===== src/rtl/line_irq_ctl.sv =====
module line_irq_ctl #(
  parameter int ADDR_W  = 8,
  parameter bit MAP_SEL = 1'b0
) (
  input  logic              clk,
  input  logic              rst_n,
  input  logic              bus_wr,
  input  logic [ADDR_W-1:0] bus_addr,
  input  logic [31:0]       bus_wdata,
  output logic [31:0]       bus_rdata,
  input  logic              irq_pin,
  output logic              irq_out
);

  localparam logic [ADDR_W-1:0] OFF_CTRL = MAP_SEL ? ADDR_W'(8'h0C) : ADDR_W'(8'h00);
  localparam logic [ADDR_W-1:0] OFF_PEND = MAP_SEL ? ADDR_W'(8'h10) : ADDR_W'(8'h04);
  localparam logic [ADDR_W-1:0] OFF_EN   = MAP_SEL ? ADDR_W'(8'h40) : ADDR_W'(8'h08);

  localparam logic [1:0] TRIG_LOW  = 2'd0;
  localparam logic [1:0] TRIG_FALL = 2'd1;
  localparam logic [1:0] TRIG_HIGH = 2'd2;
  localparam logic [1:0] TRIG_RISE = 2'd3;

  logic [31:0] ctrl_q, en_q;
  logic [31:1] pend_hi_q;
  logic        pend_q;
  logic        sync1_q, sync2_q, prev_q;
  logic        event_hit;

  wire hit_ctrl = bus_wr && (bus_addr == OFF_CTRL);
  wire hit_pend = bus_wr && (bus_addr == OFF_PEND);
  wire hit_en   = bus_wr && (bus_addr == OFF_EN);
  wire ack_hit  = hit_pend && bus_wdata[0];
  wire [1:0] trig = ctrl_q[1:0];

  always_ff @(posedge clk or negedge rst_n) begin
    if (!rst_n) begin
      sync1_q <= 1'b0;
      sync2_q <= 1'b0;
      prev_q  <= 1'b0;
    end else begin
      sync1_q <= irq_pin;
      sync2_q <= sync1_q;
      prev_q  <= sync2_q;
    end
  end

  always_comb begin
    unique case (trig)
      TRIG_LOW:  event_hit = !sync2_q;
      TRIG_FALL: event_hit = !sync2_q && prev_q;
      TRIG_HIGH: event_hit = sync2_q;
      TRIG_RISE: event_hit = sync2_q && !prev_q;
      default:   event_hit = 1'b0;
    endcase
  end

  always_ff @(posedge clk or negedge rst_n) begin
    if (!rst_n) begin
      ctrl_q    <= '0;
      en_q      <= '0;
      pend_hi_q <= '0;
      pend_q    <= 1'b0;
    end else begin
      if (hit_ctrl) ctrl_q <= bus_wdata;
      if (hit_en)   en_q   <= bus_wdata;
      if (hit_pend) pend_hi_q <= bus_wdata[31:1];
      if (event_hit)    pend_q <= 1'b1;
      else if (ack_hit) pend_q <= 1'b0;
    end
  end

  always_comb begin
    bus_rdata = '0;
    if (bus_addr == OFF_CTRL)      bus_rdata = ctrl_q;
    else if (bus_addr == OFF_PEND) bus_rdata = {pend_hi_q, pend_q};
    else if (bus_addr == OFF_EN)   bus_rdata = en_q;
  end

  assign irq_out = pend_q && en_q[0];

  a_r5_event_sets: assert property (@(posedge clk) disable iff (!rst_n)
    event_hit |=> pend_q);

  a_r4_sticky: assert property (@(posedge clk) disable iff (!rst_n)
    (pend_q && !ack_hit) |=> pend_q);

  a_r4_ack_clears: assert property (@(posedge clk) disable iff (!rst_n)
    (ack_hit && !event_hit) |=> !pend_q);

  a_r10_rise_has_cause: assert property (@(posedge clk) disable iff (!rst_n)
    $rose(pend_q) |-> $past(event_hit));

  a_r9_ctrl_guarded: assert property (@(posedge clk) disable iff (!rst_n)
    !hit_ctrl |=> $stable(ctrl_q));

  a_r9_en_guarded: assert property (@(posedge clk) disable iff (!rst_n)
    !hit_en |=> $stable(en_q));

endmodule


===== config.mk =====
export PLATFORM = sky130hd
export DESIGN_NAME = line_irq_ctl
export DESIGN_NICKNAME = d
export VERILOG_FILES = /design/src/rtl/line_irq_ctl.sv
export SDC_FILE = /design/constraint.sdc
export NUM_CORES = 1
export LEC_CHECK = 0
export ABC_AREA = 1
export BUFFER_PORTS_ARGS = -buffer_cell sky130_fd_sc_hd__buf_4
export CAP_MARGIN = 20
export CORE_MARGIN = 2
export CORE_UTILIZATION = 30
export DETAILED_ROUTE_END_ITERATION = 7
export GPL_TIMING_DRIVEN = 0
export HOLD_SLACK_MARGIN = 0.12
export PLACE_DENSITY = 0.51
export SLEW_MARGIN = 40
export SYNTH_ARGS = -nofsm -noshare
export SYNTH_HDL_FRONTEND = slang
export SYNTH_SLANG_ARGS = --single-unit

===== constraint.sdc =====
create_clock -name clk -period 1.4 [get_ports clk]
set_input_delay 0.21 -clock clk [delete_from_list [all_inputs] [get_ports clk]]
set_output_delay 0.21 -clock clk [all_outputs]
set_load 0.02 [all_outputs]

; After elaboration in Yosys (flattened, before gate mapping)
; Cells that the tools add are included.
[totals]
romBits = 0
mem_bits_rw = 0
out_inout_bits = 33
mem_count = 0
latchBits = 0
wordCells = 30
reg_bits = 99
[classes]
muxes = 6
n_lt_le_gt_ge = 0
bitwise_logic = 0
shift = 0
div = 0
reduce_logical = 12
mul = 0
n_eq_ne = 5
add_sub_neg = 0
[op_table]
columns = op, n
row1 = two-way mux 32 bit, 3
row2 = == test 8 x 3 -> 1 bit (second input constant), 1
row3 = == test 8 x 4 -> 1 bit (second input constant), 1
row4 = logical NOT 8 bit, 1
row5 = logical AND 1 bit, 7
row6 = == test 2 bit (second input constant), 2
row7 = case mux 1 bit (4 select lines), 1
row8 = == test 2 x 1 -> 1 bit (second input constant), 1
row9 = logical NOT 1 bit, 2
row10 = logical NOT 2 bit, 1
row11 = two-way mux 1 bit, 2
row12 = nonzero test 2 bit, 1

; Longest topological paths before layout
[depth]
depth_word = 5
mapped_depth = 9
mapped_depth_nobuf = 7

; Worst setup path after synthesis
; No wires, ideal clock.
[synth_timing]
kind = input port to output port
start = in bus_addr[4]
end = out bus_rdata[10]
setup_slack_ps = -42
t_required_ps = 1190
stages = 6
arrival_time_ps = 1232
path_cell_list = inv_1 -> nand2_1 -> nor2_4 -> nand2_4 -> clkbuf_1 -> o211ai_1
[synth_between]
elab_chain_len = 4
[synth_rtl]
columns = element, line_no
row1 = from (decl), 8  ; input logic [ADDR_W-1:0] bus_addr,
row2 = == test 8 x 4 -> 1 bit, 77  ; else if (bus_addr == OFF_EN) bus_rdata = en_q;
row3 = two-way mux 32 bit, 77
row4 = two-way mux 32 bit, 76  ; else if (bus_addr == OFF_PEND) bus_rdata = {pend_hi_q, pend_q};
row5 = two-way mux 32 bit *, 75  ; if (bus_addr == OFF_CTRL) bus_rdata = ctrl_q;
row6 = to (decl), 10  ; output logic [31:0] bus_rdata,
; Mark *: on every way between the ends. The rest lies on a longest branch, timed or not.

; Final worst setup path
[layout_timing]
start = in bus_addr[0]
end = out bus_rdata[31]
; The elaborated chain is that of the path after synthesis.

==> impl_metrics.tcl <==
set metrics [dict create \
    switching_power_mw 1.47 \
    critical_path.cell_chain "buf_8 -> inv_4 -> nand2_4 -> nor2_4 -> buf_12 -> nand2_8 -> clkbuf_16 -> o211ai_1 -> buf_4" \
    ir_drop_v 0.000495 \
    hpwl_um 9120 \
    root_buffer "clkbuf_16" \
    crit_path_max_fanout 6 \
    period_minus_slack_ns 1.59 \
    initial_utilization 0.305 \
    core_area_sq_um 15800 \
    regArea_sq_um 2480 \
    insertion_delay_ns 0.34 \
    clock_sinks 99 \
    antenna_found_initial 0 \
    syn-instance-count 588 \
    cp.required_ns 1.19 \
    drv_cap 0 \
    vias 4365 \
    max_freq_mhz 630 \
    synth_edf_count 0 \
    synth_ff_type "dfrtp_1" \
    slew-limit-headroom 0.720 \
    critical_path_arrival_ns 1.38 \
    clkTransAtPathRegs_ns 0.06 \
    grt_pass1_wl_um 24200 \
    cts_tree "done" \
    cpPeakStageDelay_ns 0.25 \
    hp-class "in -> reg" \
    pwr_density_cell_nw_per_um2 832 \
    track_usage 0.188 \
    first_pass_iters 4 \
    internal_power_mw 4.57 \
    synth_top_area_frac 0.516 \
    yosys-top-cells-area "dfrtp_1 52%, nand2_1 13%, inv_1 6.9%" \
    fin_skew_ns 0.00282 \
    wl_per_cell_um 15.6 \
    areaGrowthSynthToFinish_pct 51.0 \
    status "finished, violations left" \
    worst_slack_ns -0.186 \
    drt_iter0_drc 283 \
    syn-cell-area_sq_um 4800 \
    crit_type "in -> out" \
    antenna_cells 0 \
    setup_viol 32 \
    ioPinCount 77 \
    cts_max_level 3 \
    slowest_stage "o211ai_1" \
    cts_buffer_depth 2 \
    synthTopCellsByCount "169 x nand2_1, 99 x dfrtp_1, 88 x inv_1, 62 x o21ai_1, 56 x nand3_1" \
    violations "negative setup slack" \
    rsz0062_at_grt "yes" \
    rows 46 \
    critPathLaunchType "input port" \
    routed_wl_um 15000 \
    ys_async_sr_fraction 1.00 \
    seqPwrFrac 0.512 \
    p_sw_frac 0.243 \
    dp_cells 880 \
    end_kind "primary output" \
    multiInputGateArea_sq_um 2070 \
    dieArea_sq_um 17000 \
    fin_crit_sh 1.13 \
    holdWs_ns 0.151 \
    p_leak_nw 3.70 \
    die_y_um 131 \
    synth_nets 632 \
    port-buffer-count 76 \
    synth.most_common_cell "nand2_1" \
    ys_types 22 \
    finalPower_mw 6.03 \
    synth_area_per_cell_sq_um 8.17 \
    p_clk_frac 0.379 \
    vias_per_cell 4.54 \
    cts_buffers 9 \
    die_x_um 131 \
    stdcell_count 962 \
    yosys_warnings 0 \
    fill_cells 1571 \
    slew_viol_final 0 \
    nNetsFinal 786 \
    final_layout_size_suffix_gt1_frac 0.346 \
    antenna_left 0 \
    combPwrFrac 0.108 \
    yosysSeqAreaShare 0.516 \
    grt_pass1_vias 4521 \
    drc 0 \
    tightestPinTransition_ns 0.421 \
    overflow 0 \
    grt_max_degree 100 \
    yosysTopAreaCell "dfrtp_1" \
    ys_ff_latch 99 \
    gp_congestion 0.782 \
    hold_viol 0 \
]
==> worst paths after layout <==
path,slack (ns),from,to,depth (start not counted)
setup reg to reg,0.50,ctrl_q[0],pend_q,5
setup / recovery,-0.19,bus_addr[0],bus_rdata[31],9
hold reg to reg,0.35,sync1_q,sync2_q,0
hold / removal,0.15,bus_wr,ctrl_q[0],3
max in group asynchronous,0.46,rst_n,pend_hi_q[18],3
min in group asynchronous,0.33,rst_n,ctrl_q[4],2
==> power groups by stage <==
stage | clock (mW) | combinational [mW] | sequential (mW)
floorplan | 0 | 0.232 | 3.11
global placement | 0 | 0.458 | 3.12
detailed placement | 0 | 0.472 | 3.13
CTS | 2.33 | 0.634 | 3.08
global route | 2.45 | 0.734 | 3.11
finish | 2.29 | 0.654 | 3.09
==> critical path: cells and delay by family <==
family,cells,cell delay (ns)
AO/OA/AOI/OAI,1,0.25
AND/OR/NAND/NOR,3,0.26
buffers and inverters,5,0.64
==> per-stage QoR <==
stage                     TNS, ns   util  area [sq um]  worst slack, ns
after floorplan                 0      -          4830          0.00127
after global placement     -25.22  0.360          5670           -0.450
after detailed placement   -26.63  0.360          5680           -0.487
after CTS                   -3.21  0.445          7020           -0.168
after global routing        -5.55  0.460          7250           -0.229
final                       -3.54  0.460          7250           -0.186
==> metal layers <==
layer  wire length (um)  global-route usage  vias to the layer above
met5                  0                   0                        -
met4                264              0.0657                        0
met3                458              0.0212                       15
met2               7330               0.313                       82
met1               6940               0.256                     2107
li1                   -                   -                     2161
==> kinds of logic after synthesis <==
family	synth area share
buffers and inverters	0.116
flip-flops	0.516
AO/OA/AOI/OAI	0.129
AND/OR/NAND/NOR	0.239
==> registers in the layout, indices dropped and copies added (netlist names) <==
signal     count
ctrl_q        32
en_q          32
pend_hi_q     31
pend_q         1
prev_q         1
sync1_q        1
sync2_q        1
==> layout make-up <==
| cell class | count | area share |
|---|---|---|
| Clock inverter | 3 | 0.00207 |
| Tap cell | 216 | 0.0373 |
| Multi-Input combinational cell | 367 | 0.285 |
| Inverter | 91 | 0.0504 |
| Buffer | 31 | 0.0467 |
| Clock buffer | 12 | 0.0340 |
| Sequential cell | 99 | 0.341 |
| Timing Repair Buffer | 143 | 0.203 |
==> cell usage in the layout, fill, tap and decap left out, drive strengths merged <==
cell type / netlist / routed
bufinv: 1 / 1
clkbuf: 4 / 19
o21ai: 94 / 94
o211ai: 15 / 15
inv: 90 / 90
o31ai: 1 / 1
nor2: 10 / 10
clkinv: 0 / 3
dfrtp: 99 / 99
dlygate4sd3: 0 / 34
buf: 27 / 133
nand3: 57 / 57
nand2: 190 / 190
==> repair_timing <==
| item | CTS | global route |
|---|---|---|
| gates cloned | 6 | 1 |
| hold endpoints to repair | 132 | 0 |
| hold buffers | 34 | 0 |
| resized for setup | 112 | 45 |
| setup buffers | 20 | 5 |
| endpoints found under the setup margin | 32 | 32 |
| pin swaps | 39 | 25 |
No activity file was read; power rests on OpenSTA's default activity.
